--- src/rtl/tw_pkg.sv ---
package tw_pkg;
  localparam int BYTE_W  = 8;
  localparam int HALF_W  = 2 * BYTE_W;
  localparam int NUM_HALF = 2;
  localparam int TUNE_W  = NUM_HALF * HALF_W;
  localparam int CMD_W   = 16;

  typedef enum logic [1:0] {
    OP_NONE   = 2'd0,
    OP_STAGE  = 2'd1,
    OP_COMMIT = 2'd2,
    OP_CTRL   = 2'd3
  } op_e;

  typedef struct packed {
    op_e               op;
    logic              half_hi;
    logic              byte_hi;
    logic [BYTE_W-1:0] data;
    logic              sleep;
    logic              rst;
    logic              clr;
  } cmd_t;

  // Classify one command word; only the fields the opcode uses matter.
  function automatic cmd_t decode_cmd(input logic [CMD_W-1:0] w);
    cmd_t c;
    c.half_hi = w[9];
    c.byte_hi = w[8];
    c.data    = w[7:0];
    c.sleep   = w[13];
    c.rst     = w[12];
    c.clr     = w[11];
    if (w[15:14] == 2'b11)       c.op = OP_CTRL;
    else if (w[15:12] == 4'b0011) c.op = OP_STAGE;
    else if (w[15:12] == 4'b0010) c.op = OP_COMMIT;
    else                          c.op = OP_NONE;
    return c;
  endfunction

  // Replace one byte of a half-word.
  function automatic logic [HALF_W-1:0] merge_byte(input logic [HALF_W-1:0] cur,
                                                   input logic hi,
                                                   input logic [BYTE_W-1:0] d);
    return hi ? {d, cur[BYTE_W-1:0]} : {cur[HALF_W-1:BYTE_W], d};
  endfunction

  function automatic logic [31:0] midscale(input int w);
    return 32'd1 << (w - 1);
  endfunction
endpackage

--- src/rtl/tw_decoder.sv ---
module tw_decoder
  import tw_pkg::*;
(
  input  logic             cmd_valid,
  input  logic [CMD_W-1:0] cmd_word,
  output logic             stage_ev,
  output logic             commit_ev,
  output logic             ctrl_ev,
  output cmd_t             cmd
);
  always_comb begin
    cmd       = decode_cmd(cmd_word);
    stage_ev  = cmd_valid && (cmd.op == OP_STAGE);
    commit_ev = cmd_valid && (cmd.op == OP_COMMIT);
    ctrl_ev   = cmd_valid && (cmd.op == OP_CTRL);
  end
endmodule

--- src/rtl/tw_defer_buf.sv ---
module tw_defer_buf
  import tw_pkg::*;
(
  input  logic              clk,
  input  logic              rst_n,
  input  logic              wr_ev,
  input  logic              half_hi,
  input  logic              byte_hi,
  input  logic [BYTE_W-1:0] data,
  output logic [HALF_W-1:0] merged,
  output logic [HALF_W-1:0] buf_q,
  output logic              ptr_q
);
  always_comb merged = merge_byte(buf_q, byte_hi, data);

  always_ff @(posedge clk or negedge rst_n) begin
    if (!rst_n) begin
      buf_q <= '0;
      ptr_q <= 1'b0;
    end else if (wr_ev) begin
      buf_q <= merged;
      ptr_q <= half_hi;
    end
  end

  assert_ptr_follows_R4: assert property (@(posedge clk) disable iff (!rst_n)
    wr_ev |=> ptr_q == $past(half_hi));
  assert_buf_holds_R5: assert property (@(posedge clk) disable iff (!rst_n)
    !wr_ev |=> $stable(buf_q));
endmodule

--- src/rtl/tw_tune_reg.sv ---
module tw_tune_reg
  import tw_pkg::*;
(
  input  logic              clk,
  input  logic              rst_n,
  input  logic              commit_ev,
  input  logic              half_sel,
  input  logic [HALF_W-1:0] commit_data,
  output logic [TUNE_W-1:0] tune_q
);
  for (genvar h = 0; h < NUM_HALF; h++) begin : g_half
    always_ff @(posedge clk or negedge rst_n) begin
      if (!rst_n) tune_q[h*HALF_W +: HALF_W] <= '0;
      else if (commit_ev && (half_sel == h[0]))
        tune_q[h*HALF_W +: HALF_W] <= commit_data;
    end

    assert_commit_lands_R3: assert property (@(posedge clk) disable iff (!rst_n)
      (commit_ev && half_sel == h[0]) |=> tune_q[h*HALF_W +: HALF_W] == $past(commit_data));
    assert_other_half_kept_R6: assert property (@(posedge clk) disable iff (!rst_n)
      (commit_ev && half_sel != h[0]) |=> $stable(tune_q[h*HALF_W +: HALF_W]));
  end
endmodule

--- src/rtl/tw_ctrl_reg.sv ---
module tw_ctrl_reg #(
  parameter int DAC_W = 10
) (
  input  logic             clk,
  input  logic             rst_n,
  input  logic             ctrl_ev,
  input  logic             sleep_d,
  input  logic             rst_d,
  input  logic             clr_d,
  input  logic [DAC_W-1:0] dac_in,
  output logic             sleep_q,
  output logic             reset_q,
  output logic             sync_q,
  output logic             selsrc_q,
  output logic             clr_q,
  output logic [DAC_W-1:0] dac_code
);
  localparam logic [DAC_W-1:0] MID = DAC_W'(tw_pkg::midscale(DAC_W));

  always_ff @(posedge clk or negedge rst_n) begin
    if (!rst_n) begin
      sleep_q  <= 1'b1;
      reset_q  <= 1'b1;
      sync_q   <= 1'b0;
      selsrc_q <= 1'b0;
      clr_q    <= 1'b0;
    end else begin
      clr_q <= ctrl_ev && clr_d;
      if (ctrl_ev) begin
        sleep_q <= sleep_d;
        reset_q <= rst_d;
        if (clr_d) begin
          sync_q   <= 1'b1;
          selsrc_q <= 1'b1;
        end
      end
    end
  end

  always_comb dac_code = reset_q ? MID : dac_in;

  assert_clr_self_clears_R8: assert property (@(posedge clk) disable iff (!rst_n)
    (clr_q && !ctrl_ev) |=> !clr_q);
  assert_clr_sets_status_R8: assert property (@(posedge clk) disable iff (!rst_n)
    clr_q |-> (sync_q && selsrc_q));
  assert_midscale_R9: assert property (@(posedge clk) disable iff (!rst_n)
    reset_q |-> dac_code == MID);
  assert_flags_only_by_ctrl_R10: assert property (@(posedge clk) disable iff (!rst_n)
    !ctrl_ev |=> ($stable(sleep_q) && $stable(reset_q)));
endmodule

--- src/rtl/tuning_word_if.sv ---
module tuning_word_if
  import tw_pkg::*;
#(
  parameter int DAC_W = 10
) (
  input  logic             clk,
  input  logic             rst_n,
  input  logic             cmd_valid,
  input  logic [15:0]      cmd_word,
  input  logic [DAC_W-1:0] dac_in,
  output logic [31:0]      tune_word,
  output logic             sleep_o,
  output logic             reset_o,
  output logic             sync_o,
  output logic             selsrc_o,
  output logic             clr_o,
  output logic [DAC_W-1:0] dac_code
);
  logic              stage_ev, commit_ev, ctrl_ev, wr_ev;
  cmd_t              cmd;
  logic [HALF_W-1:0] merged, buf_q;
  logic              ptr_q;

  tw_decoder u_dec (
    .cmd_valid(cmd_valid), .cmd_word(cmd_word),
    .stage_ev(stage_ev), .commit_ev(commit_ev), .ctrl_ev(ctrl_ev), .cmd(cmd)
  );

  assign wr_ev = stage_ev || commit_ev;

  tw_defer_buf u_buf (
    .clk(clk), .rst_n(rst_n), .wr_ev(wr_ev),
    .half_hi(cmd.half_hi), .byte_hi(cmd.byte_hi), .data(cmd.data),
    .merged(merged), .buf_q(buf_q), .ptr_q(ptr_q)
  );

  tw_tune_reg u_tune (
    .clk(clk), .rst_n(rst_n), .commit_ev(commit_ev),
    .half_sel(cmd.half_hi), .commit_data(merged), .tune_q(tune_word)
  );

  tw_ctrl_reg #(.DAC_W(DAC_W)) u_ctrl (
    .clk(clk), .rst_n(rst_n), .ctrl_ev(ctrl_ev),
    .sleep_d(cmd.sleep), .rst_d(cmd.rst), .clr_d(cmd.clr), .dac_in(dac_in),
    .sleep_q(sleep_o), .reset_q(reset_o), .sync_q(sync_o), .selsrc_q(selsrc_o),
    .clr_q(clr_o), .dac_code(dac_code)
  );

  assert_stage_no_change_R2: assert property (@(posedge clk) disable iff (!rst_n)
    stage_ev |=> $stable(tune_word));
  assert_idle_no_change_R10: assert property (@(posedge clk) disable iff (!rst_n)
    !commit_ev |=> $stable(tune_word));
  assert_ptr_stable_R10: assert property (@(posedge clk) disable iff (!rst_n)
    !wr_ev |=> $stable(ptr_q));
endmodule

--- config.mk ---
export PLATFORM = sky130hd
export DESIGN_NAME = tuning_word_if
export DESIGN_NICKNAME = d
export VERILOG_FILES = /design/src/rtl/tw_pkg.sv /design/src/rtl/tw_decoder.sv /design/src/rtl/tw_defer_buf.sv /design/src/rtl/tw_tune_reg.sv /design/src/rtl/tw_ctrl_reg.sv /design/src/rtl/tuning_word_if.sv
export SDC_FILE = /design/constraint.sdc
export NUM_CORES = 1
export LEC_CHECK = 0
export BUFFER_PORTS_ARGS = -buffer_cell sky130_fd_sc_hd__clkbuf_2
export CAP_MARGIN = 10
export CELL_PAD_IN_SITES_DETAIL_PLACEMENT = 1
export CELL_PAD_IN_SITES_GLOBAL_PLACEMENT = 2
export CORE_MARGIN = 4
export CORE_UTILIZATION = 30
export DETAILED_ROUTE_END_ITERATION = 7
export PLACE_DENSITY = 0.85
export SYNTH_ARGS = -nofsm -noshare
export SYNTH_HDL_FRONTEND = slang
export SYNTH_SLANG_ARGS = --single-unit
--- constraint.sdc ---
create_clock -name clk -period 1.2 [get_ports clk]
set_clock_uncertainty 0.2 [all_clocks]
set_input_delay 0.12 -clock clk [delete_from_list [all_inputs] [get_ports clk]]
set_output_delay 0.12 -clock clk [all_outputs]
set_load 0.005 [all_outputs]
# Word level (Yosys, flattened, before mapping)
# Index checks and enable logic that the tools add are counted.
[op_classes]
bitwise_logic = 1
mux = 5
reduce_logical = 8
n_eq_ne = 6
[op_table]
columns = ["operator", "n"]
rows = [
  ["2-to-1 mux 16 bit", 1],
  ["2-to-1 mux 10 bit", 1],
  ["== test 4 x 2 -> 1 bit, second input constant", 2],
  ["== test 2 bit, second input constant", 3],
  ["logical AND 1 bit", 6],
  ["2-to-1 mux 2 bit", 3],
  ["== test 2 x 1 -> 1 bit, second input constant", 1],
  ["AND reduction 2 bit", 1],
  ["logical OR 1 bit", 1],
  ["inverter 1 bit", 1],
]
[word_totals]
in_bits = 29
output_inout_bits = 47
word_cells = 27
ff_bits = 52

# Longest topological paths before layout
[logic_depth]
ltp_word = 7
depth_mapped = 5
mapped_depth_nobuf = 3

# Hierarchy
# A second synthesis with hierarchy kept.
[hier_totals]
hier_cells = 165
hier_area_um2 = 2512.4
[by_module_without_submodules]
columns = ["mod", "area_each_um2", "cells_per_inst", "seq_area_each_um2", "instances"]
rows = [
  ["tw_tune_reg", 1256.2, 69, 800.8, 1],
  ["tw_defer_buf", 877.1, 55, 425.4, 1],
  ["tw_ctrl_reg", 221.5, 20, 102.6, 1],
  ["tw_decoder", 151.4, 20, 0.0, 1],
  ["tuning_word_if", 6.3, 1, 0.0, 1],
]

# Worst setup path after synthesis
# OpenSTA, ideal clock, no wires.
[synth_path]
path_kind = "input to register"
from = "input port cmd_word[15]"
to = "register u_tune.tune_q[17]"
required_ps = 875
slack_ps = -252
setup_time_ps = 125
path_buffers = 2
cell_stages = 5
t_arrival_ps = 1127
cell_sequence = "nor3b_4 > and4b_1 > buf_6 > buf_8 > mux2_2"
[synth_via]
elab_chain_len = 7
word_cells_on_any_way = 9
cone_classes = "eq/ne: 4; mux: 3; reduce/logical: 2"
[synth_rtl]
columns = ["element", "line_no", "text"]
rows = [
  ["from (decl)", "tuning_word_if.sv:9", "input logic [15:0] cmd_word,"],
  ["== test 4 x 2 -> 1 bit", "tw_pkg.sv:36", "else if (w[15:12] == 4'b0010) c.op = OP_COMMIT;"],
  ["2-to-1 mux 2 bit", "tw_pkg.sv:36", ""],
  ["2-to-1 mux 2 bit", "tw_pkg.sv:35", "else if (w[15:12] == 4'b0011) c.op = OP_STAGE;"],
  ["2-to-1 mux 2 bit *", "tw_pkg.sv:34", "if (w[15:14] == 2'b11) c.op = OP_CTRL;"],
  ["== test 2 bit *", "tw_decoder.sv:14", "commit_ev = cmd_valid && (cmd.op == OP_COMMIT);"],
  ["logical AND 1 bit *", "tw_decoder.sv:14", ""],
  ["logical AND 1 bit *", "tw_tune_reg.sv:14", "else if (commit_ev && (half_sel == h[0]))"],
  ["to (signal, indexed assignment)", "tw_tune_reg.sv:15", "tune_q[h*HALF_W +: HALF_W] <= commit_data;"],
  ["to (decl)", "tw_tune_reg.sv:9", "output logic [TUNE_W-1:0] tune_q"],
]
# Every way passes the cells marked *; elsewhere a longest branch is shown, timed or not.
# A chain may end at the register's enable or synchronous reset.

# Final worst setup path
[layout_path]
from = "register u_ctrl.reset_q"
to = "output port dac_code[8]"
[layout_via]
elab_chain_len = 1
[layout_rtl]
columns = ["element", "line_no", "text"]
rows = [
  ["from (decl)", "tw_ctrl_reg.sv:12", "output logic reset_q,"],
  ["from (signal assigned)", "tw_ctrl_reg.sv:31", "reset_q <= rst_d;"],
  ["2-to-1 mux 10 bit", "tw_ctrl_reg.sv:40", "always_comb dac_code = reset_q ? MID : dac_in;"],
  ["to (decl)", "tuning_word_if.sv:17", "output logic [DAC_W-1:0] dac_code"],
]
# Every way passes these cells.

==> results by group <==
Status
  • Run status: complete, but fails checks
  • Violated checks: hold timing, setup timing

Global routing
  • Antenna violations before repair: 0
  • First-pass GRT wire length: about 9 mm
  • Largest net degree at the start of global routing: 53
  • Gr ovfl total: 0
  • Vias in the first global route: around 1700
  • Gr usage total: a little over an eighth

Yosys
  • Most common cell in the synthesized netlist: mux2_2
  • Post-synth EDFFs: 0
  • Syn avg cell area: between 15 and 20 um^2
  • Sequential cell area fraction in the yosys report: just under 60%
  • Distinct cells, synth: 17
  • Synthesized area: 2250 um^2
  • Synth top area share: 55.5%
  • Post-synth ARST share: 100%
  • Synth Register Bits: 52
  • Synthesized Nets: approximately 180
  • Top_reg_cell synth: dfrtp_1
  • Yosys warnings: 0
  • Synth area leader: dfrtp_1
  • Synth top area cells: dfrtp_1, mux2_2, nor2b_1
  • Commonest cells in the netlist: mux2_2, dfrtp_1, nor2b_1
  • Cell count after synthesis: ~150

Critical path
  • Arrival @ worst endpoint: 1.20 ns
  • Reg2reg setup slack: -0.05 ns
  • Reg2Reg Capture Point: u_tune.tune_q[5]$_DFFE_PN0P_
  • Max Fanout on Critical Path: 6
  • Worst R2R Start: u_buf.buf_q[5]$_DFFE_PN0P_
  • Crit path required time: 0.88 ns
  • Worst r2r path cells: 2
  • Critical path type: reg -> out
  • Endpoint type of the worst setup path: primary output
  • Type of origin of the critical path: flip-flop

Place
  • RD Place Congestion: roughly 0.69
  • Final HPWL DP: 3.97 mm
  • Inst Count DP: 327
  • DP Area: slightly below 3000 um^2
  • Port bufs: 74
  • DP Worst Slack: -0.391 ns

STA
  • Setup_tns: -4.62 ns
  • Slew HR: 81.3%
  • F_max: 0.659 GHz
  • Final setup margin: -0.318 ns
  • Min Hold Slack: -0.0463 ns
  • Count of final max-slew check failures: 0
  • Actual slew at the worst max-slew pin: 0.280 ns
  • Part of the cycle the worst path needs: 127%
  • Minimum clock period: between 1.5 and 2 ns
  • Final Hold Viols: 1
  • Unrepaired setup endpoints after global routing: true
  • Setup Viol. Count Final: 52

Floorplanning
  • Die area: 8960 um^2
  • Starting density of the core: around 30%
  • Die width: between 90 and 100 um
  • Core Rows: 31
  • Die height: around 95 um
  • Core area: 7290 um^2
  • Io pins: 76

Power
  • Power, Total: 0.00491 W
  • P_leak: 1.72 nW
  • PwrDens: 1460 nW/um^2
  • Maximum VDD drop: 508 uV

Worst hold path
  • End of the worst hold path: u_ctrl.clr_q$_DFF_PN0_
  • Type of the most critical hold path: in -> reg
  • Worst Hold Depth: 3
  • Min-delay src: cmd_word[14]

Routing
  • Vias per cell: around 4.4
  • TritonRoute pass-1 iters: 3
  • Wl on met1: 2.37 mm
  • Final Routed Wirelength: approximately 5.8 mm
  • Vias post-DR: between 1500 and 2000
  • DR iter-0 viols: 31
  • Uppermost routed layer: met4
  • Routed Antenna Nets: 0
  • Wire length on met2: 3.09 mm
  • DRC errors left: 0
  • Met3 wire len: ~310 um
  • Drt wl/cell: around 16 um

Clock network
  • Clk sinks: between 50 and 60
  • Root Driver: clkbuf_8
  • Worst-Skew Late Latency: 0.32 ns
  • CTS tree: built
  • Clock Path Buffers: 2
  • Hold_buf cts: 12
  • Num CTS Buffers: 5
  • H-tree depth: 2
  • Worst-path clk slew: 0.08 ns

Finish
  • Total Nets Final: 287
  • Diode count: 0
  • Filler cells: between 700 and 800
  • Layout Cells excl Fill: 358
  • Area grow syn2layout: 49.0%
  • Multi-input logic area: 1030 um^2
  • Final instance area: 3360 um^2
  • Fraction of layout cells with a size suffix above 1: a little over two thirds
  • Sequential cell area: around 1300 um^2

Job
  • Max Cap Viol: 0
registers in the layout, summed over array words and instances (netlist names):
name,cells
u_ctrl.clr_q,1
u_ctrl.sleep_q,1
u_ctrl.reset_q,1
u_buf.buf_q,16
u_ctrl.sync_q,1
u_tune.tune_q,32
metal layers:
layer  vias to the layer above  global-route usage, %
met3                         6                   4.14
met4                         0                   4.33
li1                        735                      -
met5                         -                      0
met1                       803                   16.1
met2                        32                   23.6
timing repair:
item / 4_1_cts / 5_1_grt
cloned: 1 / 0
endpoints found under the setup margin: 51 / 54
pin swaps: 1 / 2
buffers inserted: 6 / 5
endpoints found under the hold margin: 72 / 1
gates resized for setup: 20 / 14
cell families after synthesis:
| family | count (synthesis) | synth area share, % |
|---|---|---|
| buffers and inverters | 9 | 3.22 |
| and+or+nand+nor | 19 | 5.94 |
| DFF | 52 | 57.9 |
| muxes | 66 | 33.0 |
metrics by stage:
| stage | hold slack, ns | utilization [%] |
|---|---|---|
| global route | -0.0175 | 46.0 |
| detailed placement | -0.0590 | 40.2 |
| CTS | -0.0343 | 45.1 |
| global placement | -0.0619 | 40.2 |
| floorplan | -0.376 | - |
| finish | -0.0463 | 46.0 |
layout make-up:
| class | count | share of cell area, % |
|---|---|---|
| Multi-Input combinational cell | 85 | 30.6 |
| Tap cell | 99 | 3.69 |
| Inverter | 1 | 0.112 |
| Clock buffer | 6 | 2.16 |
| Sequential cell | 52 | 38.8 |
| Clock inverter | 2 | 1.16 |
| Timing Repair Buffer | 113 | 23.5 |
worst max-delay path, cell delays in order (launching register included):
cell and delay, ns:
dfstp_2 0.59, buf_6 0.14, nor2b_1 0.05, clkbuf_2 0.11
layout by cell type (no fill, tap or decap), drive strengths merged:
cell type and instances:
dfstp 2, and4b 1, inv 2, nand3 3
mux2 66, bufinv 1, or2 2, and3b 1
nor2b 9, dlygate4sd3 12, clkbuf 79, nor3b 1
dfrtp 50, nor2 2, buf 28
worst max-delay path by stage:
stage	start	to	slack (ns)	cells after the start
final	u_ctrl.reset_q$_DFFE_PN1N_	dac_code[8]	-0.32	3
after global routing	u_ctrl.reset_q$_DFFE_PN1N_	dac_code[8]	-0.36	3
after CTS	u_ctrl.reset_q$_DFFE_PN1N_	dac_code[0]	-0.31	3
after detailed placement	cmd_word[14]	u_buf.buf_q[7]$_DFFE_PN0P_	-0.39	6
after global placement	cmd_word[14]	u_tune.tune_q[29]$_DFFE_PN0P_	-0.34	5
after floorplan	cmd_word[14]	u_tune.tune_q[17]$_DFFE_PN0P_	-0.25	5
report_power, final:
part           internal (W)  switching, W  leakage [nW]  total (W)
Combinational      0.000907      0.000463          1.00    0.00137
Sequential          0.00212      0.000203         0.659    0.00233
Clock              0.000630      0.000587        0.0558    0.00122
Power figures use the tool's default switching activity.
